**src/rtl/expo_pkg.sv**
```systemverilog
package expo_pkg;

  typedef enum logic [2:0] {
    PH_IDLE,
    PH_ALIGN,
    PH_LEAD,
    PH_OPEN,
    PH_TRAIL
  } phase_t;

  // Exposure length in unit ticks for each preset code.
  function automatic logic [15:0] preset_ticks(input logic [4:0] code);
    case (code)
      5'd0:  preset_ticks = 16'd1;
      5'd1:  preset_ticks = 16'd2;
      5'd2:  preset_ticks = 16'd3;
      5'd3:  preset_ticks = 16'd4;
      5'd4:  preset_ticks = 16'd5;
      5'd5:  preset_ticks = 16'd7;
      5'd6:  preset_ticks = 16'd10;
      5'd7:  preset_ticks = 16'd14;
      5'd8:  preset_ticks = 16'd19;
      5'd9:  preset_ticks = 16'd23;
      5'd10: preset_ticks = 16'd39;
      5'd11: preset_ticks = 16'd67;
      5'd12: preset_ticks = 16'd89;
      5'd13: preset_ticks = 16'd100;
      5'd14: preset_ticks = 16'd125;
      5'd15: preset_ticks = 16'd150;
      5'd16: preset_ticks = 16'd189;
      5'd17: preset_ticks = 16'd200;
      5'd18: preset_ticks = 16'd250;
      5'd19: preset_ticks = 16'd300;
      5'd20: preset_ticks = 16'd322;
      5'd21: preset_ticks = 16'd400;
      5'd22: preset_ticks = 16'd489;
      5'd23: preset_ticks = 16'd739;
      5'd24: preset_ticks = 16'd989;
      5'd25: preset_ticks = 16'd1489;
      5'd26: preset_ticks = 16'd1989;
      5'd27: preset_ticks = 16'd4989;
      5'd28: preset_ticks = 16'd9989;
      5'd29: preset_ticks = 16'd14989;
      5'd30: preset_ticks = 16'd29989;
      default: preset_ticks = 16'd59989;
    endcase
  endfunction

  // Pulse count for the pulsing codes; steady codes 0 and 15 return zero.
  function automatic logic [7:0] pulse_total(input logic [3:0] code);
    case (code)
      4'd1, 4'd2, 4'd3, 4'd4, 4'd5: pulse_total = {4'd0, code};
      4'd6:  pulse_total = 8'd10;
      4'd7:  pulse_total = 8'd20;
      4'd8:  pulse_total = 8'd30;
      4'd9:  pulse_total = 8'd40;
      4'd10: pulse_total = 8'd50;
      4'd11: pulse_total = 8'd75;
      4'd12: pulse_total = 8'd100;
      4'd13: pulse_total = 8'd150;
      4'd14: pulse_total = 8'd200;
      default: pulse_total = 8'd0;
    endcase
  endfunction

endpackage

```
**src/rtl/expo_edge_sync.sv**
```systemverilog
module expo_edge_sync #(
  parameter int STAGES = 2
) (
  input  logic clk,
  input  logic rst,
  input  logic din,
  output logic rise
);
  logic [STAGES:0] sh;

  always_ff @(posedge clk) begin
    if (rst) sh <= '0;
    else     sh <= {sh[STAGES-1:0], din};
  end

  assign rise = sh[STAGES-1] & ~sh[STAGES];
endmodule

```
**src/rtl/expo_level_gen.sv**
```systemverilog
module expo_level_gen
  import expo_pkg::*;
#(
  parameter int CNT_W = 16
) (
  input  logic [CNT_W-1:0] idx,
  input  logic [3:0]       shape,
  output logic             level
);
  logic [CNT_W-1:0] period_no;
  logic [CNT_W-1:0] limit;

  assign period_no = idx >> 1;
  assign limit     = CNT_W'(pulse_total(shape));

  always_comb begin
    if (shape == 4'd0)       level = 1'b1;
    else if (shape == 4'd15) level = 1'b0;
    else                     level = idx[0] && (period_no < limit);
  end
endmodule

```
**src/rtl/expo_window_ctrl.sv**
```systemverilog
module expo_window_ctrl
  import expo_pkg::*;
#(
  parameter int CNT_W       = 16,
  parameter int SYNC_STAGES = 2,
  parameter int GUARD_TICKS = 2
) (
  input  logic       clk,
  input  logic       rst,
  input  logic       start_i,
  input  logic       unit_clk_i,
  input  logic       ext_end_i,
  input  logic       ext_mode_i,
  input  logic [4:0] expo_code_i,
  input  logic [3:0] pulse_code_i,
  output logic       integ_o,
  output logic       done_o
);
  localparam logic [CNT_W-1:0] CNT_MAX    = {CNT_W{1'b1}};
  localparam logic [CNT_W-1:0] GUARD_LAST = CNT_W'(GUARD_TICKS - 1);
  localparam int               N_SYNC     = 2;

  phase_t           phase;
  logic [CNT_W-1:0] cnt;
  logic [CNT_W-1:0] exp_len;
  logic             ext_q;
  logic [3:0]       pcode_q;

  logic [N_SYNC-1:0] raw_in;
  logic [N_SYNC-1:0] rise;
  logic              unit_rise;
  logic              ext_rise;

  assign raw_in = {ext_end_i, unit_clk_i};

  for (genvar g = 0; g < N_SYNC; g++) begin : g_sync
    expo_edge_sync #(.STAGES(SYNC_STAGES)) u_sync (
      .clk  (clk),
      .rst  (rst),
      .din  (raw_in[g]),
      .rise (rise[g])
    );
  end

  assign unit_rise = rise[0];
  assign ext_rise  = rise[1];

  logic [CNT_W-1:0] nxt;
  logic [CNT_W-1:0] lvl_idx;
  logic             lvl;
  logic             busy;
  logic             close_now;

  assign nxt     = (cnt == CNT_MAX) ? cnt : cnt + 1'b1;
  assign lvl_idx = (phase == PH_LEAD) ? '0 : nxt;
  assign busy    = (phase != PH_IDLE);

  expo_level_gen #(.CNT_W(CNT_W)) u_level (
    .idx   (lvl_idx),
    .shape (pcode_q),
    .level (lvl)
  );

  always_comb begin
    if (ext_q) close_now = ext_rise;
    else       close_now = unit_rise && (nxt == exp_len);
  end

  always_ff @(posedge clk) begin
    if (rst) begin
      phase   <= PH_IDLE;
      cnt     <= '0;
      exp_len <= '0;
      ext_q   <= 1'b0;
      pcode_q <= 4'd0;
      integ_o <= 1'b0;
      done_o  <= 1'b0;
    end else begin
      done_o <= 1'b0;
      case (phase)
        PH_IDLE: begin
          if (start_i) begin
            ext_q   <= ext_mode_i;
            pcode_q <= pulse_code_i;
            exp_len <= CNT_W'(preset_ticks(expo_code_i));
            phase   <= PH_ALIGN;
          end
        end
        PH_ALIGN: begin
          if (unit_rise) begin
            cnt   <= '0;
            phase <= PH_LEAD;
          end
        end
        PH_LEAD: begin
          if (unit_rise) begin
            if (cnt == GUARD_LAST) begin
              cnt     <= '0;
              integ_o <= lvl;
              phase   <= PH_OPEN;
            end else begin
              cnt <= nxt;
            end
          end
        end
        PH_OPEN: begin
          if (close_now) begin
            integ_o <= 1'b0;
            cnt     <= '0;
            phase   <= PH_TRAIL;
          end else if (unit_rise) begin
            cnt     <= nxt;
            integ_o <= lvl;
          end
        end
        PH_TRAIL: begin
          if (unit_rise) begin
            if (cnt == GUARD_LAST) begin
              done_o <= 1'b1;
              phase  <= PH_IDLE;
            end else begin
              cnt <= nxt;
            end
          end
        end
        default: phase <= PH_IDLE;
      endcase
    end
  end
endmodule

```
**config.mk**
```make
export PLATFORM = sky130hd
export DESIGN_NAME = expo_window_ctrl
export DESIGN_NICKNAME = d
export VERILOG_FILES = /design/src/rtl/expo_pkg.sv /design/src/rtl/expo_edge_sync.sv /design/src/rtl/expo_level_gen.sv /design/src/rtl/expo_window_ctrl.sv
export SDC_FILE = /design/constraint.sdc
export NUM_CORES = 1
export LEC_CHECK = 0
export BUFFER_PORTS_ARGS = -buffer_cell sky130_fd_sc_hd__buf_2
export CORE_ASPECT_RATIO = 1.5
export CORE_UTILIZATION = 35
export CTS_CLUSTER_DIAMETER = 50
export DETAILED_ROUTE_END_ITERATION = 8
export PLACE_DENSITY = 0.5
export RECOVER_POWER = 100
export SLEW_MARGIN = 20
export SYNTH_ARGS = -nofsm -noshare
export SYNTH_HDL_FRONTEND = slang
export SYNTH_HIERARCHICAL = 1
export SYNTH_SLANG_ARGS = --single-unit
```
**constraint.sdc**
```tcl
create_clock -name clk -period 4.7 [get_ports clk]
set_clock_uncertainty 0.2 [all_clocks]
set_input_delay 0.94 -clock clk [delete_from_list [all_inputs] [get_ports clk]]
set_output_delay 0.94 -clock clk [all_outputs]
set_load 0.05 [all_outputs]
```
# Yosys cells after proc, flatten, opt, wreduce, memory -nomap -nowiden

Memories as Yosys holds them, arrays and structs flattened. A register that Yosys moved wholly into a read port is not among the register bits.
Index checks and enable logic that the tools add are counted.

Input port bits: 15
Output and inout port bits: 2
Bits in registers: 32
Logic and storage cells: 88
Bits in read-only memories: 512
Memories: 1

Memories:

| name             | depth | bits a word | rd ports | clocked after Yosys merged registers in | wr ports | line           | text |
|---|---|---|---|---|---|---|---|
| (name not given) | 32    | 16          | 1        | 1                                       | 0        | expo_pkg.sv:13 | `case (code)` |

Magnitude comparators: 1
Mux-type cells: 28
Eq/ne operators: 31
Bitwise operators: 6
Reduce and logical (&&, ||, !) cells: 12
$add $sub $neg: 1

Operators by type and width:

| cell                    | number |
|---|---|
| $mux W16                | 9 |
| $pmux W8 S10            | 1 |
| $pmux W16 S4            | 1 |
| $eq A4 B4 Y1 const B    | 8 |
| $mux W3                 | 7 |
| $add A16 B1 Y16 const B | 1 |
| $eq A16 B1 Y1 const B   | 1 |
| $eq A16 B16 Y1          | 1 |
| $eq A16 B16 Y1 const B  | 1 |
| $eq A4 B3 Y1 const B    | 4 |
| $lt A15 B8 Y1           | 1 |
| $pmux W3 S5             | 1 |
| $ne A2 B2 Y1 const B    | 7 |
| $eq A4 B2 Y1 const B    | 2 |
| $mux W1                 | 8 |
| $reduce_and A7 Y1       | 1 |
| $eq A3 B2 Y1 const B    | 2 |
| $reduce_and A6 Y1       | 1 |
| $reduce_or A5 Y1        | 1 |
| $eq A4 B1 Y1 const B    | 1 |
| $logic_not A4 Y1        | 1 |
| $not A1 Y1              | 4 |
| $reduce_and A4 Y1       | 1 |
| $reduce_bool A4 Y1      | 1 |
| other kinds (11)        | 13 |

# Logic depth before layout (Yosys ltp)

Depth after elaboration: 10
Mapped depth: 15
Depth with buffers taken out: 14

# Modules after synthesis

Netlist, hierarchy kept.

By module, submodules not included:

| module           | cells an instance | seq. area each (um^2) | area each (um^2) | times used |
|---|---|---|---|---|
| expo_window_ctrl | 488               | 840.8                 | 3,433.3          | 1 |
| expo_level_gen   | 53                | 0.0                   | 382.9            | 1 |
| expo_edge_sync   | 7                 | 60.1                  | 87.6             | 2 |

# Worst setup path before layout

Ideal clock, no wire load.

Path kind: reg-to-reg
Start: register cnt[1]
End: register cnt[13]
Library setup time: 132 ps
Required time: 4,368 ps
Cell stages (with the launch flop): 14
Arrival: 2,976 ps
Period minus slack after synthesis: 3,308 ps
Path slack: 1,392 ps
Path buffers: 3
Cell sequence: dfxtp_1 -> ha_1 -> nand4_1 -> or4_1 -> buf_2 -> o21ai_2 -> and4bb_1 -> nand4_1 -> o41a_1 -> a211o_1 -> buf_6 -> buf_6 -> a21oi_2 -> nor3_1

Word-level cells in the longest chain between the ends: 7
Elaborated cells between the ends (all ways): 17
Classes of those cells: add/sub (1); eq/ne (5); mux (9); reduce/logical (2)

Ends and longest elaborated chain:

| item                                                        | line                    | text |
|---|---|---|
| from (decl)                                                 | expo_window_ctrl.sv:24  | `logic [CNT_W-1:0] cnt;` |
| from (signal assigned)                                      | expo_window_ctrl.sv:102 | `cnt <= nxt;` |
| from (signal assigned)                                      | expo_window_ctrl.sv:112 | `cnt <= nxt;` |
| from (signal assigned)                                      | expo_window_ctrl.sv:122 | `cnt <= nxt;` |
| $add A16 B1 Y16 or $eq A16 B16 Y1 (tied branches)           | expo_window_ctrl.sv:54  | `assign nxt = (cnt == CNT_MAX) ? cnt : cnt + 1'b1;` |
| $mux W16                                                    | expo_window_ctrl.sv:54  |  |
| $eq A16 B16 Y1                                              | expo_window_ctrl.sv:66  | `else close_now = unit_rise && (nxt == exp_len);` |
| $logic_and A1 B1 Y1                                         | expo_window_ctrl.sv:66  |  |
| $mux W1                                                     | expo_window_ctrl.sv:65  | `if (ext_q) close_now = ext_rise;` |
| $ne A3 B3 Y1 (no line) or $mux W16 (tied branches)          | n/a                     |  |
| $reduce_and A6 Y1 (no line) or $pmux W16 S4 (tied branches) | n/a                     |  |

Parallel ways exist; a longest one is shown, timed or not. The select of a mux whose other input is x is not followed.
A chain may end at the register's enable or synchronous reset.

# Worst setup path in the final report

Start: register cnt[3]
End: register integ_o

Word-level cells in the longest chain between the ends: 10
Elaborated cells between the ends (all ways): 20
Classes of those cells: add/sub (1); order compare (1); eq/ne (5); mux (10); reduce/logical (3)

Ends and longest elaborated chain:

| item                                              | line                                            | text |
|---|---|---|
| $add A16 B1 Y16 or $eq A16 B16 Y1 (tied branches) | expo_window_ctrl.sv:54                          |  |
| $mux W16 *                                        | expo_window_ctrl.sv:54                          |  |
| $mux W16 *                                        | expo_window_ctrl.sv:55                          | `assign lvl_idx = (phase == PH_LEAD) ? '0 : nxt;` |
| via lvl_idx[11]                                   | expo_window_ctrl.sv:49                          | `logic [CNT_W-1:0] lvl_idx;` |
| $lt A15 B8 Y1 *                                   | expo_level_gen.sv:19                            | `else level = idx[0] && (period_no < limit);` |
| $logic_and A1 B1 Y1 *                             | expo_level_gen.sv:19                            |  |
| $mux W1 *                                         | expo_level_gen.sv:18                            | `else if (shape == 4'd15) level = 1'b0;` |
| $mux W1 *                                         | expo_level_gen.sv:17                            | `if (shape == 4'd0) level = 1'b1;` |
| via lvl                                           | expo_window_ctrl.sv:50                          | `logic lvl;` |
| $mux W1, on equally long branches                 | expo_window_ctrl.sv:111, expo_window_ctrl.sv:97 |  |
| $mux W1, on equally long branches                 | expo_window_ctrl.sv:107, expo_window_ctrl.sv:96 |  |
| $pmux W1 S2 *                                     | expo_window_ctrl.sv:80                          | `case (phase)` |
| to (signal assigned)                              | expo_window_ctrl.sv:99                          | `integ_o <= lvl;` |
| to (signal assigned)                              | expo_window_ctrl.sv:113                         | `integ_o <= lvl;` |
| to (decl)                                         | expo_window_ctrl.sv:16                          | `output logic integ_o,` |

Mark *: on every way through the listed nets, which the timed path passes. The rest lies on a longest branch. The select of a mux whose other input is x is not followed.

==> metrics <==
outcome=finished, violations left; failing checks=max-capacitance violations, max-slew violations; Congestion Overflow GR=0; crit path max-delay cell type=nor4b_1; Total GRT Usage=22.23%; hold slack=237.9 ps; hold buffers post-CTS=0; Post-CTS Resized=0; CTS buffer count=5; crit path kind=flip-flop to flip-flop; most frequent cells in the layout=nor2_1, nand2_1, dfxtp_1, a21oi_1, nor3_1; share of layout cells above drive strength 1=8.720%; worst path cell trace=nand4_2 > nor3_1 > o211ai_1 > xor2_1 > nor2_1 > nor4b_1 > and4_1 > o211ai_1 > o21ai_1 > nand2_1 > or3_1 > a31oi_1; worst hold path class=flip-flop to flip-flop; DR pass1 iterations=6; CTS tree=built; initial antenna violation count=0; Synth Register Bits=48; CP required=approximately 4700 ps; Synthesized Nets=between 500 and 600; setup TNS=0 ps; first-pass GRT wire length=20.32 mm; area grow syn2layout=6.803%; Iter 0 DRT Violations=343; Avg Cell Area, Syn=between 7 and 8 um^2; Final Hold Fails=0; EDFF count, synth=0; drt total wl=~13 mm; asr flop ratio synth=0%; hold depth=1; Clk Latency, worst-skew pair=about 300 ps; Max-cap violations=1; Cell Count, Final, Fillers Out=about 690; fmax=0.2379 GHz; Setup WS pre-CTS=a little under 700 ps; die height=around 130 um; commonest non-fill, non-tap cell in the layout=nor2_1; CP Launch Type=flip-flop; overall die width=89.19 um; peak supply drop=0.1529 mV; Yosys warnings=6; CTS Root Cell=clkbuf_16; DIE AREA=0.01184 mm^2; CTS Sinks=48; Tcrit/Tclk final=89.43%; Post-Synthesis Cells=555; Critical Path AT=approximately 4200 ps; placed cells=678; slowest cell delay on critical path=720 ps; Clock transition at path regs=80 ps; H-tree depth=2; Synth Flop Type=dfxtp_1; FP Rows=47; drt wl/cell=18.30 um; final antenna-violating net count=0; Worst Path Max Fanout=14; Yosys cell types=81; P per Cell Area=250.6 mW/mm^2; most area-hungry cell type in the Yosys netlist=dfxtp_1; Setup WS post-layout=496.9 ps; DRC Markers=0; CP most frequent cell=o211ai_1; mean number of vias per cell=approximately 6; RSZ-0062 raised after global routing=no; CP delay by family, top=simple AND/OR/NAND/NOR gates; Port Buf Inserts=16; I/O pin count=17; GP Congestion=0.9533; Area contributors post-synth=dfxtp_1, nor2_1, nand2_1; Tmin final=4203 ps; worst slew pin tran=~2200 ps; n_diodes=0; reg2reg path depth=12; Setup Buffers After CTS=0; Worst slew margin=-45.01%; largest net degree at the start of global routing=49; CP Capture Type=flip-flop; sequential element share of the synthesized area=24.08%; Final setup viols=0; post-synth top area share=24.08%; Nets=567; Leakage=0.001516 uW; Reg2Reg Setup Slack=500 ps; vias=~4000; Initial Util=36.10%; vias in the first global route=3880; Syn Std Cell Area=between 0.003 and 0.004 mm^2; core area=0.01106 mm^2; DP HPWL=9.361 mm; max-slew violation count=49; clock buffer depth=2; Levels on crit path=12; Worst Path Buf+Inv=0
==> logic make-up (layout without fill, tap and decap cells) <==
group                      Yosys count  in the layout  synth area share (%)
DFF                                 48             48                 24.08
AOI/OAI and AO/OA                  152            152                 25.67
and+or+nand+nor                    252            252                 32.82
xor gates and xnor gates            17             17                 3.731
adders and majority gates           14             14                 4.389
muxes                                6              6                 1.850
buffers and inverters               66             50                 7.461
==> metrics by stage <==
step	util, %	total power (uW)	area, um^2
6_report	38.56	1068	4263
5_1_grt	38.56	1111	4263
4_1_cts	38.82	1078	4292
3_5_place_dp	37.06	595.4	4098
3_3_place_gp	37.06	593.6	4098
2_1_floorplan	-	558.9	3991
==> worst reg2reg max path, stage by stage (launching register included) <==
cell,delay [ps]
dfxtp_1,690
nand4_2,360
nor3_1,400
o211ai_1,330
xor2_1,220
nor2_1,50
nor4b_1,720
and4_1,340
o211ai_1,110
o21ai_1,170
nand2_1,60
or3_1,310
a31oi_1,160
==> Yosys cell counts, types with 5 or more instances <==
cell      count
o21ai_1       6
nand2_1      59
nor3_1       23
nand2b_1      9
buf_4         5
nor2b_1      12
o211ai_1      6
dfxtp_1      48
nor2_1       61
a31oi_1       9
nand4_1      12
a211oi_1     12
and3_1        7
a22oi_1       8
clkbuf_1     28
and2_1       10
inv_1        15
nor4_1       10
nand3_1      21
a21oi_1      44
o21ai_0      18
xor2_1        8
ha_1         14
xnor2_1       9
buf_2        10
==> report_power, final <==
| group | leakage (uW) | internal [uW] | switching, uW | total (uW) |
|---|---|---|---|---|
| clock network | 0.0000944 | 307 | 175 | 483 |
| logic | 0.00103 | 56.0 | 85.5 | 141 |
| registers | 0.000391 | 421 | 23.3 | 444 |
==> area by class of cell <==
cell class              count  area [um^2]
fillers                  1226         6793
multi-input cells         441         2714
flip-flops and latches     48        960.9
well taps                 147        183.9
repair buffers             26        150.1
clock buffers               5        125.1
clock inverters             3        68.82
inverters                  16        60.06
==> layer usage <==
metal	GRT usage, %	vias up	part of all wire, %
met1	26.44	1910	40
met2	38.25	173	50
met5	0	-	0
met3	1.934	46	4.6
li1	-	1992	-
met4	12.26	0	5.3
==> final timing paths <==
kind                                                           to                         startpoint
worst min-delay path            g_sync[0].u_sync/sh[1]$_SDFF_PP0_  g_sync[0].u_sync/sh[0]$_SDFF_PP0_
worst max-delay path                         integ_o$_SDFFE_PP0P_                cnt[3]$_SDFFE_PP0P_
worst max register to register               integ_o$_SDFFE_PP0P_                cnt[3]$_SDFFE_PP0P_
worst min register to register  g_sync[0].u_sync/sh[1]$_SDFF_PP0_  g_sync[0].u_sync/sh[0]$_SDFF_PP0_
==> state kept, by name, summed over array words and instances (netlist names) <==
name / flops
g_sync.u_sync/sh: 6
phase: 3
done_o: 1
integ_o: 1
cnt: 16
ext_q: 1
exp_len: 16
pcode_q: 4
No activity file was read; power rests on OpenSTA's default activity.
